`src/rtl/eprom_rd_pkg.sv`:
```
package eprom_rd_pkg;

    typedef enum logic [1:0] {
        PH_IDLE   = 2'd0,
        PH_ACCESS = 2'd1,
        PH_FLOAT  = 2'd2
    } phase_e;

    // Round a nanosecond figure up to whole clock cycles.
    function automatic int ns_to_cycles(input int ns, input int clk_ps);
        return (ns * 1000 + clk_ps - 1) / clk_ps;
    endfunction

    function automatic int max_of(input int a, input int b);
        return (a > b) ? a : b;
    endfunction

endpackage

```
`src/rtl/eprom_strobe_seq.sv`:
```
module eprom_strobe_seq
    import eprom_rd_pkg::*;
#(
    parameter int ADDR_W  = 20,
    parameter int ACC_CYC = 30,
    parameter int OE_CYC  = 15,
    parameter int DF_CYC  = 13,
    parameter int CNT_W   = 6
) (
    input  logic              clk,
    input  logic              rst_n,
    input  logic              req,
    input  logic [ADDR_W-1:0] addr,
    input  logic              deselect,
    output logic              ready,
    output logic              capture,
    output logic [ADDR_W-1:0] mem_addr,
    output logic              mem_ce_n,
    output logic              mem_oe_n
);

    localparam int OE_LEAD = (ACC_CYC > OE_CYC) ? (ACC_CYC - OE_CYC) : 0;
    localparam logic [CNT_W-1:0] LEAD_V   = CNT_W'(OE_LEAD);
    localparam logic [CNT_W-1:0] ACC_LAST = CNT_W'(ACC_CYC - 1);
    localparam logic [CNT_W-1:0] DF_LAST  = CNT_W'((DF_CYC > 0) ? (DF_CYC - 1) : 0);

    typedef struct packed {
        phase_e              phase;
        logic [CNT_W-1:0]    cnt;
        logic                ce_n;
        logic                oe_n;
        logic [ADDR_W-1:0]   addr;
    } seq_t;

    seq_t seq_d, seq_q;
    logic capture_d;
    logic [CNT_W-1:0] cnt_inc;

    always_comb begin
        seq_d     = seq_q;
        capture_d = 1'b0;
        cnt_inc   = seq_q.cnt + CNT_W'(1);
        case (seq_q.phase)
            PH_IDLE: begin
                if (req && !deselect) begin
                    seq_d.phase = PH_ACCESS;
                    seq_d.addr  = addr;
                    seq_d.cnt   = '0;
                    seq_d.ce_n  = 1'b0;
                    seq_d.oe_n  = (OE_LEAD == 0) ? 1'b0 : 1'b1;
                end
            end
            PH_ACCESS: begin
                seq_d.cnt = cnt_inc;
                if (cnt_inc == LEAD_V) begin
                    seq_d.oe_n = 1'b0;
                end
                if (seq_q.cnt == ACC_LAST) begin
                    capture_d   = 1'b1;
                    seq_d.ce_n  = 1'b1;
                    seq_d.oe_n  = 1'b1;
                    seq_d.cnt   = '0;
                    seq_d.phase = (DF_CYC == 0) ? PH_IDLE : PH_FLOAT;
                end
            end
            PH_FLOAT: begin
                seq_d.cnt = cnt_inc;
                if (seq_q.cnt == DF_LAST) begin
                    seq_d.cnt   = '0;
                    seq_d.phase = PH_IDLE;
                end
            end
            default: begin
                seq_d.phase = PH_IDLE;
                seq_d.ce_n  = 1'b1;
                seq_d.oe_n  = 1'b1;
            end
        endcase
    end

    always_ff @(posedge clk or negedge rst_n) begin
        if (!rst_n) begin
            seq_q.phase <= PH_IDLE;
            seq_q.cnt   <= '0;
            seq_q.ce_n  <= 1'b1;
            seq_q.oe_n  <= 1'b1;
            seq_q.addr  <= '0;
        end else begin
            seq_q <= seq_d;
        end
    end

    assign ready    = (seq_q.phase == PH_IDLE) && !deselect;
    assign capture  = capture_d;
    assign mem_addr = seq_q.addr;
    assign mem_ce_n = seq_q.ce_n;
    assign mem_oe_n = seq_q.oe_n;


    strobe_order_chk: assert property (@(posedge clk) disable iff (!rst_n)
        mem_ce_n |-> mem_oe_n);


    addr_hold_chk: assert property (@(posedge clk) disable iff (!rst_n)
        (!mem_ce_n && $past(!mem_ce_n)) |-> $stable(mem_addr));

endmodule

```
`src/rtl/eprom_capture.sv`:
```
module eprom_capture #(
    parameter int DATA_W = 8
) (
    input  logic              clk,
    input  logic              rst_n,
    input  logic              capture,
    input  logic [DATA_W-1:0] mem_dq,
    output logic [DATA_W-1:0] rdata,
    output logic              rvalid
);

    typedef struct packed {
        logic [DATA_W-1:0] rdata;
        logic              rvalid;
    } cap_t;

    cap_t cap_d, cap_q;

    always_comb begin
        cap_d        = cap_q;
        cap_d.rvalid = capture;
        if (capture) begin
            cap_d.rdata = mem_dq;
        end
    end

    always_ff @(posedge clk or negedge rst_n) begin
        if (!rst_n) begin
            cap_q.rdata  <= '0;
            cap_q.rvalid <= 1'b0;
        end else begin
            cap_q <= cap_d;
        end
    end

    assign rdata  = cap_q.rdata;
    assign rvalid = cap_q.rvalid;


    pulse_width_chk: assert property (@(posedge clk) disable iff (!rst_n)
        rvalid |=> !rvalid);

endmodule

```
`src/rtl/eprom_rd_ctrl.sv`:
```
module eprom_rd_ctrl
    import eprom_rd_pkg::*;
#(
    parameter int ADDR_W = 20,
    parameter int DATA_W = 8,
    parameter int CLK_PS = 4000,
    parameter int ACC_NS = 120,
    parameter int OE_NS  = 60,
    parameter int DF_NS  = 50
) (
    input  logic              clk,
    input  logic              rst_n,
    input  logic              req,
    input  logic [ADDR_W-1:0] addr,
    input  logic              deselect,
    output logic              ready,
    output logic [DATA_W-1:0] rdata,
    output logic              rvalid,
    output logic [ADDR_W-1:0] mem_addr,
    output logic              mem_ce_n,
    output logic              mem_oe_n,
    input  logic [DATA_W-1:0] mem_dq
);

    localparam int ACC_CYC = max_of(1, ns_to_cycles(ACC_NS, CLK_PS));
    localparam int OE_RAW  = max_of(1, ns_to_cycles(OE_NS, CLK_PS));
    localparam int OE_CYC  = (OE_RAW > ACC_CYC) ? ACC_CYC : OE_RAW;
    localparam int DF_CYC  = max_of(0, ns_to_cycles(DF_NS, CLK_PS));
    localparam int CNT_W   = $clog2(max_of(ACC_CYC, DF_CYC) + 2);
    localparam logic [CNT_W-1:0] DF_V = CNT_W'(DF_CYC);

    logic capture;

    eprom_strobe_seq #(
        .ADDR_W (ADDR_W),
        .ACC_CYC(ACC_CYC),
        .OE_CYC (OE_CYC),
        .DF_CYC (DF_CYC),
        .CNT_W  (CNT_W)
    ) u_seq (
        .clk     (clk),
        .rst_n   (rst_n),
        .req     (req),
        .addr    (addr),
        .deselect(deselect),
        .ready   (ready),
        .capture (capture),
        .mem_addr(mem_addr),
        .mem_ce_n(mem_ce_n),
        .mem_oe_n(mem_oe_n)
    );

    eprom_capture #(
        .DATA_W(DATA_W)
    ) u_cap (
        .clk    (clk),
        .rst_n  (rst_n),
        .capture(capture),
        .mem_dq (mem_dq),
        .rdata  (rdata),
        .rvalid (rvalid)
    );

    // Checker-side count of cycles since chip select last went high.
    logic [CNT_W-1:0] gap_d, gap_q;

    always_comb begin
        gap_d = gap_q;
        if (!mem_ce_n) begin
            gap_d = '0;
        end else if (gap_q < DF_V) begin
            gap_d = gap_q + CNT_W'(1);
        end
    end

    always_ff @(posedge clk or negedge rst_n) begin
        if (!rst_n) begin
            gap_q <= DF_V;
        end else begin
            gap_q <= gap_d;
        end
    end


    float_gap_chk: assert property (@(posedge clk) disable iff (!rst_n)
        $fell(mem_ce_n) |-> (gap_q >= DF_V));


    standby_hold_chk: assert property (@(posedge clk) disable iff (!rst_n)
        (deselect && mem_ce_n) |=> mem_ce_n);


    no_ready_chk: assert property (@(posedge clk) disable iff (!rst_n)
        deselect |-> !ready);


    release_chk: assert property (@(posedge clk) disable iff (!rst_n)
        rvalid |-> (mem_ce_n && mem_oe_n && $past(!mem_oe_n)));

endmodule

```
`config.mk`:
```
export PLATFORM = sky130hd
export DESIGN_NAME = eprom_rd_ctrl
export DESIGN_NICKNAME = d
export VERILOG_FILES = /design/src/rtl/eprom_rd_pkg.sv /design/src/rtl/eprom_strobe_seq.sv /design/src/rtl/eprom_capture.sv /design/src/rtl/eprom_rd_ctrl.sv
export SDC_FILE = /design/constraint.sdc
export NUM_CORES = 1
export LEC_CHECK = 0
export CELL_PAD_IN_SITES_DETAIL_PLACEMENT = 1
export CELL_PAD_IN_SITES_GLOBAL_PLACEMENT = 2
export CORE_MARGIN = 1.5
export CORE_UTILIZATION = 31
export CTS_CLUSTER_DIAMETER = 200
export DETAILED_ROUTE_END_ITERATION = 7
export GPL_TIMING_DRIVEN = 0
export HOLD_SLACK_MARGIN = 0.1
export PLACE_DENSITY_LB_ADDON = 0.1
export REMOVE_ABC_BUFFERS = 1
export SYNTH_ARGS = -nofsm -noshare
export SYNTH_HDL_FRONTEND = slang
export SYNTH_SLANG_ARGS = --single-unit
```
`constraint.sdc`:
```
create_clock -name clk -period 3.75 [get_ports clk]
set_clock_uncertainty 0.15 [all_clocks]
set_input_delay 1.125 -clock clk [delete_from_list [all_inputs] [get_ports clk]]
set_output_delay 1.125 -clock clk [all_outputs]
set_load 0.05 [all_outputs]
```
# After elaboration in Yosys (flattened, before gate mapping)
# Index checks and enable logic that the tools add are counted.
[totals] inputBits=32 register_bits=38 elab_cells=37
[classes] addsub=1 n_bitwise=1 n_mux=9 eq_ne=9 reduce_logical=10
[op_table] operator="$mux 29" n=1
[op_table] operator="$pmux 5 s3" n=1
[op_table] operator="$pmux 2 s3" n=2
[op_table] operator="$eq 5x4->1 const B" n=2
[op_table] operator="$mux 9" n=1
[op_table] operator="$reduce_and 3->1" n=3
[op_table] operator="$mux 7" n=1
[op_table] operator="$ne 2x1->1 const B" n=3
[op_table] operator="$add 5x1->5 const B" n=1
[op_table] operator="$eq 5x5->1 const B" n=1
[op_table] operator="$reduce_and 2->1" n=2
[op_table] operator="$mux 1" n=3
[op_table] operator="$ne 3x1->1 const B" n=1
[op_table] operator="$reduce_bool 3->1" n=1
[op_table] operator="$eq 2x1->1 const B" n=1
[op_table] operator="$eq 2x2->1 const B" n=1
[op_table] operator="$logic_and 1x1->1" n=2
[op_table] operator="$logic_not 2->1" n=1
[op_table] operator="$logic_not 1->1" n=1
[op_table] operator="$not 1->1" n=1

# Logic depth before layout (Yosys ltp)
# Gate-level depths: netlist of the first run.
[logic_depth] depth_word=5 mapped_depth=8 depth_no_buf=6

# Modules after synthesis
# A second synthesis of the first run with hierarchy kept.
[hier_totals] cells_unflattened=152 hier_area_um2=1943.1
[modules_own_cells] module="eprom_strobe_seq" cells_each=134 area_each_um2=1586.5 n_inst=1
[modules_own_cells] module="eprom_capture" cells_each=18 area_each_um2=356.6 n_inst=1

# Least setup slack after synthesis of the first run
# OpenSTA, ideal clock, no wires.
[synth_path] path_type="input to output" startpoint="in deselect" endpoint="out ready" n_path_buf=0 stages=1 arrival_ps=1599 required_time_ps=2475 path_slack_ps=876 path_cell_list="and2b_1"
[synth_via] elab_chain_len=2
[synth_lines] item="from (decl)" line="eprom_rd_ctrl.sv:15" rtl="input logic deselect,"
[synth_lines] item="$logic_not 1->1" line="eprom_strobe_seq.sv:93" rtl="assign ready = (seq_q.phase == PH_IDLE) && !deselect;"
[synth_lines] item="$logic_and 1x1->1" line="eprom_strobe_seq.sv:93"
[synth_lines] item="to (decl)" line="eprom_rd_ctrl.sv:16" rtl="output logic ready,"
# No other way between the ends.

# Worst setup path after layout of the first run
# Ends and elaborated chain as after synthesis.

==> flow_metrics.py, run 1 <==
metrics = {
    "cts": {
        "cts.sinks": 38,
        "clkLatencyLatePin_ns": 0.28,
        "cts_hold_buf": 0,
        "clk_path_buf_depth": 2,
        "cts_root_buffer": "clkbuf_8",
        "clk_pin_slew_ns": 0.07,
        "cts_tree": "yes",
        "numCtsBuffers": 5,
        "htreeDepth": 2,
    },
    "setup_path": {
        "r2r-start": "u_seq.seq_q[27]",
        "cp_data_required_time_ns": 2.47,
        "worstPathArrival_ns": 2.29,
        "critical_path.max_fanout": 2,
        "worst_setup_path_end_kind": "output port",
        "rr_worst_depth": 5,
        "critical_path.startpoint_type": "input port",
        "reg2reg_slack_ns": 1.40,
        "worstReg2RegEnd": "u_seq.mem_addr[12]",
        "criticalPathCategory": "input port to output port",
    },
    "place": {
        "dp_hpwl_microns": 2935,
        "place_area_sq_um": 2444,
        "gp_congestion": 0.7692,
        "place_inst": 268,
        "pre_cts_ws_ns": -0.1095,
        "port_buffers": 63,
    },
    "logic_synthesis": {
        "async_flop_share": 1.000,
        "synth_common_cells": "dfrtp_1 (36), mux2_2 (26), buf_4 (21)",
        "ys.flop_type": "dfrtp_1",
        "ys_top_cells_by_area": "dfrtp_1 (48%), mux2_2 (15%), buf_4 (8.3%)",
        "yosysMostFrequentCell": "dfrtp_1",
        "syn_inst": 154,
        "synth.avg_cell_area_sq_um": 12.31,
        "synth_top_area_cell": "dfrtp_1",
        "synth_seq_area_share": 0.5030,
        "yosysWarningCount": 0,
        "synth_edf_count": 0,
        "syn_area_sq_um": 1896,
        "synth_top_area_frac": 0.4752,
        "synthDistinctLibCells": 34,
        "synth-seq-cells": 38,
    },
    "hold_path": {
        "hp-start": "u_seq.mem_addr[9]",
        "hold-path-cell-count": 1,
        "hp-class": "register to register",
        "holdPathEnd": "u_seq.mem_addr[9]",
    },
    "power": {
        "p_leak_nw": 1.091,
        "p_seq_frac": 0.327,
        "p_per_area_nw_per_um2": 730.3,
        "ir_drop_uv": 429.3,
        "pwr-share-comb": 0.518,
        "internal-power_mw": 1.040,
        "p_clk_frac": 0.155,
        "sw_frac_of_total": 0.4378,
        "p_sw_mw": 0.8100,
    },
    "die": {
        "core-area_sq_um": 5921,
        "start_util": 0.3202,
        "die-area_sq_um": 6593,
        "io_pins": 64,
        "dieWidth_microns": 81.20,
        "die_h_microns": 81.20,
        "rows": 28,
    },
    "routing": {
        "vias": 1278,
        "drcViolationCount": 0,
        "dr.pass1.iters": 4,
        "ant_nets": 0,
        "wl_microns": 3921,
        "drt-initial-drc-count": 61,
        "wire_per_inst_microns": 14.21,
        "avgViaCountPerCell": 4.630,
    },
    "timing": {
        "setup_slack_ns": 0.1816,
        "final_hold_viol_count": 0,
        "worst_slew_pin_slew_ns": 0.8526,
        "fmax_mhz": 280.2,
        "maxSlewHeadroom": 0.4302,
        "finalCritPeriodShare": 0.9516,
        "post-route-min-period_ns": 3.568,
        "setup_viol": 0,
        "rsz0062_at_grt": "no",
        "report.final.slew_viol_count": 0,
    },
    "layout": {
        "syn_to_final_growth_pct": 33.66,
        "ff_latch_area_sq_um": 953.4,
        "nFillCells": 644,
        "drive_above_1_share": 0.2090,
        "multi_input_area_sq_um": 740.7,
        "antenna_cells_inserted": 0,
        "final_cell_area_sq_um": 2534,
        "fin_nets": 240,
        "stdcell_count": 276,
    },
    "global_route": {
        "antenna_found_initial": 0,
        "overflow": 0,
        "track_usage": 0.1336,
        "grt_pass1_vias": 1457,
        "grt_max_degree": 39,
        "grt_pass1_wl_microns": 6603,
    },
    "run": {
        "maxCapViolCount": 0,
    },
    "status": {
        "status": "finished, final reports clean",
    },
}
==> logic make-up (layout without fill, tap and decap cells) <==
| family | after synthesis | in the layout | synth area share |
|---|---|---|---|
| AO/OA/AOI/OAI | 21 | 21 | 0.07723 |
| AND/OR/NAND/NOR | 25 | 25 | 0.08186 |
| adder cells (fa/ha/maj) | 8 | 8 | 0.05281 |
| XOR/XNOR | 1 | 1 | 0.004621 |
| buffers and inverters | 32 | 79 | 0.1063 |
| flip-flops | 38 | 38 | 0.5030 |
| multiplexers | 29 | 29 | 0.1743 |
==> registers in the layout, summed over array words and instances, names as in the netlist <==
signal / count
u_seq.seq_q: 7
u_cap.rvalid: 1
u_seq.mem_addr: 20
u_seq.mem_ce_n: 1
u_cap.rdata: 8
u_seq.mem_oe_n: 1
==> layout make-up <==
| class | instances | share of cell area |
|---|---|---|
| sequential | 38 | 0.3763 |
| multi-input combinational | 84 | 0.2923 |
| timing repair buffer | 63 | 0.2464 |
| tap | 75 | 0.03704 |
| clock buffer | 7 | 0.03407 |
| inverter | 8 | 0.01185 |
| clock inverter | 1 | 0.001975 |
==> stage by stage <==
| stage | util | TNS, ns | hold WS (ns) | total power, mW |
|---|---|---|---|---|
| after floorplan | - | 0 | 0.3563 | 1.244 |
| after global placement | 0.4136 | -0.08993 | 0.3260 | 1.564 |
| after detailed placement | 0.4127 | -0.1095 | 0.3315 | 1.582 |
| after CTS | 0.4279 | 0 | 0.3612 | 1.884 |
| after global routing | 0.4279 | 0 | 0.3768 | 1.954 |
| final | 0.4279 | 0 | 0.3554 | 1.850 |
==> cell usage in the layout (no fill, tap or decap), types with 2 or more instances in the layout <==
cell / instances
a21o_1: 4
clkbuf_8: 6
inv_1: 8
mux2_1: 2
o22ai_1: 3
nor3_1: 2
clkdlybuf4s50_1: 61
nor2_1: 2
dfrtp_1: 36
a31oi_1: 2
o21ai_0: 2
nand3_1: 3
nand2_1: 8
dfstp_2: 2
mux2_2: 26
a2111oi_0: 2
ha_1: 8
a21oi_1: 5
==> critical path, cell delays in order <==
cell and delay (ns):
clkdlybuf4s50_1 0.41, and2b_1 0.21, dlygate4sd2_1 0.54
==> power groups by stage <==
stage | Combinational, mW | Sequential [mW] | Clock (mW)
3_5_place_dp | 0.970 | 0.612 | 0
4_1_cts | 0.972 | 0.607 | 0.305
3_3_place_gp | 0.961 | 0.603 | 0
2_1_floorplan | 0.250 | 0.994 | 0
6_report | 0.959 | 0.605 | 0.287
5_1_grt | 1.01 | 0.624 | 0.320
==> metal layers <==
layer | part of all wire | wire [microns] | global-route usage | vias up
met3 | 0.075 | 296 | 0.05730 | 5
met5 | 0 | 0 | 0 | -
met4 | 0.015 | 57 | 0.04655 | 0
met2 | 0.51 | 2009 | 0.2267 | 41
met1 | 0.40 | 1557 | 0.1494 | 628
li1 | - | - | - | 604
==> worst max path at each step <==
stage,cells after the start,slack [ns],endpoint,start
global route,3,0.16,ready,deselect
detailed placement,3,-0.11,ready,deselect
finish,3,0.18,ready,deselect
CTS,3,0.16,ready,deselect
global placement,3,-0.09,ready,deselect
floorplan,1,0.88,ready,deselect
==> repair_timing <==
action	CTS	global route
endpoints found under the setup margin	1	0
setup buffers	0	0
gates resized for setup	1	0
Power figures use the tool's default switching activity.
==> run 2: changes to the inputs <==
--- a/config.mk
+++ b/config.mk
@@ -8,8 +8,9 @@
 export CELL_PAD_IN_SITES_DETAIL_PLACEMENT = 1
 export CELL_PAD_IN_SITES_GLOBAL_PLACEMENT = 2
 export CORE_MARGIN = 1.5
-export CORE_UTILIZATION = 31
+export CORE_UTILIZATION = 29
 export CTS_CLUSTER_DIAMETER = 200
+export CTS_CLUSTER_SIZE = 8
 export DETAILED_ROUTE_END_ITERATION = 7
 export GPL_TIMING_DRIVEN = 0
 export HOLD_SLACK_MARGIN = 0.1
@@ -18,3 +19,4 @@
 export SYNTH_ARGS = -nofsm -noshare
 export SYNTH_HDL_FRONTEND = slang
 export SYNTH_SLANG_ARGS = --single-unit
+export TNS_END_PERCENT = 50
==> constraint.sdc (replaced) <==
create_clock -name clk -period 3.3 [get_ports clk]
set_clock_uncertainty 0.15 [all_clocks]
set_input_delay 0.99 -clock clk [delete_from_list [all_inputs] [get_ports clk]]
set_output_delay 0.99 -clock clk [all_outputs]
set_load 0.05 [all_outputs]
==> flow_metrics.py, run 2 (synthesis gave the netlist of run 1 again) <==
metrics = {
    "cts": {
        "post_cts_buffers": 0,
        "clkLatencyLatePin_ns": 0.29,
        "cts.sinks": 38,
        "cts_tree": "yes",
        "numCtsBuffers": 5,
        "clk_path_buf_depth": 2,
        "cts_root_buffer": "clkbuf_8",
        "htreeDepth": 2,
        "clk_pin_slew_ns": 0.07,
    },
    "global_route": {
        "grt_pass1_vias": 1468,
        "overflow": 0,
        "grt_max_degree": 39,
        "track_usage": 0.1267,
        "antenna_found_initial": 0,
        "grt_pass1_wl_microns": 7038,
    },
    "die": {
        "start_util": 0.2985,
        "dieWidth_microns": 83.85,
        "rows": 29,
        "die-area_sq_um": 7031,
        "io_pins": 64,
        "core-area_sq_um": 6350,
        "die_h_microns": 83.85,
    },
    "routing": {
        "dr.pass1.iters": 4,
        "drt-initial-drc-count": 26,
        "wire_per_inst_microns": 14.54,
        "ant_nets": 0,
        "vias": 1285,
        "avgViaCountPerCell": 4.622,
        "drcViolationCount": 0,
        "wl_microns": 4041,
    },
    "place": {
        "port_buffers": 63,
        "pre_cts_ws_ns": -0.2880,
        "dp_hpwl_microns": 3045,
        "gp_congestion": 0.7620,
    },
    "run": {
        "maxCapViolCount": 0,
    },
    "layout": {
        "largest_reg_flops": 20,
        "fin_nets": 240,
        "utilization": 0.4024,
        "antenna_cells_inserted": 0,
        "final_common_cell": "clkdlybuf4s50_1",
        "nFillCells": 661,
        "mostFrequentLayoutCells": "clkdlybuf4s50_1 (61), dfrtp_1 (36), mux2_2 (26)",
        "drive_above_1_share": 0.2189,
        "syn_to_final_growth_pct": 34.79,
    },
    "setup_path": {
        "cpMaxStageDelayCell": "clkdlybuf4s50_1",
        "reg2reg_slack_ns": 0.94,
        "critical_path.startpoint_type": "input port",
        "critical_path.max_fanout": 2,
        "cp_data_required_time_ns": 2.16,
        "max_stage_delay_ns": 0.41,
        "critPathTopFamily": "buffers and inverters",
        "worst_setup_path_end_kind": "output port",
        "path_cells": "clkdlybuf4s50_1 > and2b_1 > clkbuf_2",
        "critical_path_buf_inv_count": 2,
        "worstPathArrival_ns": 1.91,
        "criticalPathCategory": "input port to output port",
    },
    "timing": {
        "rsz0062_at_grt": "no",
        "post-route-min-period_ns": 3.051,
        "setup_viol": 0,
        "setup_slack_ns": 0.2487,
        "finalCritPeriodShare": 0.9246,
        "final_hold_viol_count": 0,
        "fmax_mhz": 327.7,
        "maxSlewHeadroom": 0.3962,
        "report.final.slew_viol_count": 0,
        "worst_slew_pin_slew_ns": 0.9035,
    },
    "power": {
        "p_leak_nw": 1.092,
        "ir_drop_uv": 427.8,
        "p_per_area_nw_per_um2": 851.4,
    },
    "hold_path": {
        "hp-class": "register to register",
    },
    "status": {
        "status": "finished, final reports clean",
    },
}
-- run 2: changes by cell type in the layout (fill, tap and decap cells not counted) --
| cell | change |
|---|---|
| clkbuf_1 | -1 |
| clkinv_2 | -1 |
| clkinvlp_4 | +2 |
| clkbuf_8 | -1 |
| bufinv_16 | +1 |
| clkbuf_2 | +1 |
| dlygate4sd2_1 | -1 |
-- run 2: power by group --
group	total [mW]	internal (mW)	switching (mW)
Combinational	1.09	0.406	0.684
Sequential	0.691	0.606	0.0845
Clock	0.394	0.225	0.169
-- run 2: final timing paths --
kind                            depth (start not counted)            endpoint               start
min in group asynchronous                               1      u_cap.rdata[0]               rst_n
worst min-delay path                                    1  u_seq.mem_addr[10]  u_seq.mem_addr[10]
worst min register to register                          1  u_seq.mem_addr[10]  u_seq.mem_addr[10]
worst max register to register                          5   u_seq.mem_addr[5]     u_seq.seq_q[27]
worst max-delay path                                    3               ready            deselect
max in group asynchronous                               1     u_seq.seq_q[23]               rst_n
-- run 2: per-layer routing --
layer,share of wire,track usage
met5,0,0
met3,0.065,0.04847
met1,0.43,0.1521
met4,0.016,0.04471
met2,0.49,0.2075
-- run 2: metrics by stage --
stage          setup TNS, ns  hold slack [ns]  instance area [sq um]  instances  total power, mW
4_1_cts                    0           0.3640                   2560        278            2.212
3_3_place_gp         -0.2682           0.3345                   2451        270            1.782
6_report                   0           0.3582                   2555        278            2.175
5_1_grt                    0           0.3855                   2555        278            2.295
2_1_floorplan              0           0.3563                   1724        130            1.413
3_5_place_dp         -0.2880           0.3464                   2446        270            1.803
-- run 2: area by class of cell --
class	instances	area, sq um	area share
repair buffers	63	620.6	0.2429
multi-input cells	84	740.7	0.2899
well taps	77	96.34	0.03771
clock buffers	5	68.82	0.02693
flip-flops and latches	38	953.4	0.3732
clock inverters	3	45.04	0.01763
inverters	8	30.03	0.01175
-- run 2: timing repair --
item,CTS,global route
hold buffers,0,0
pin swaps,0,0
resized for setup,2,1
setup endpoints to repair,1,1
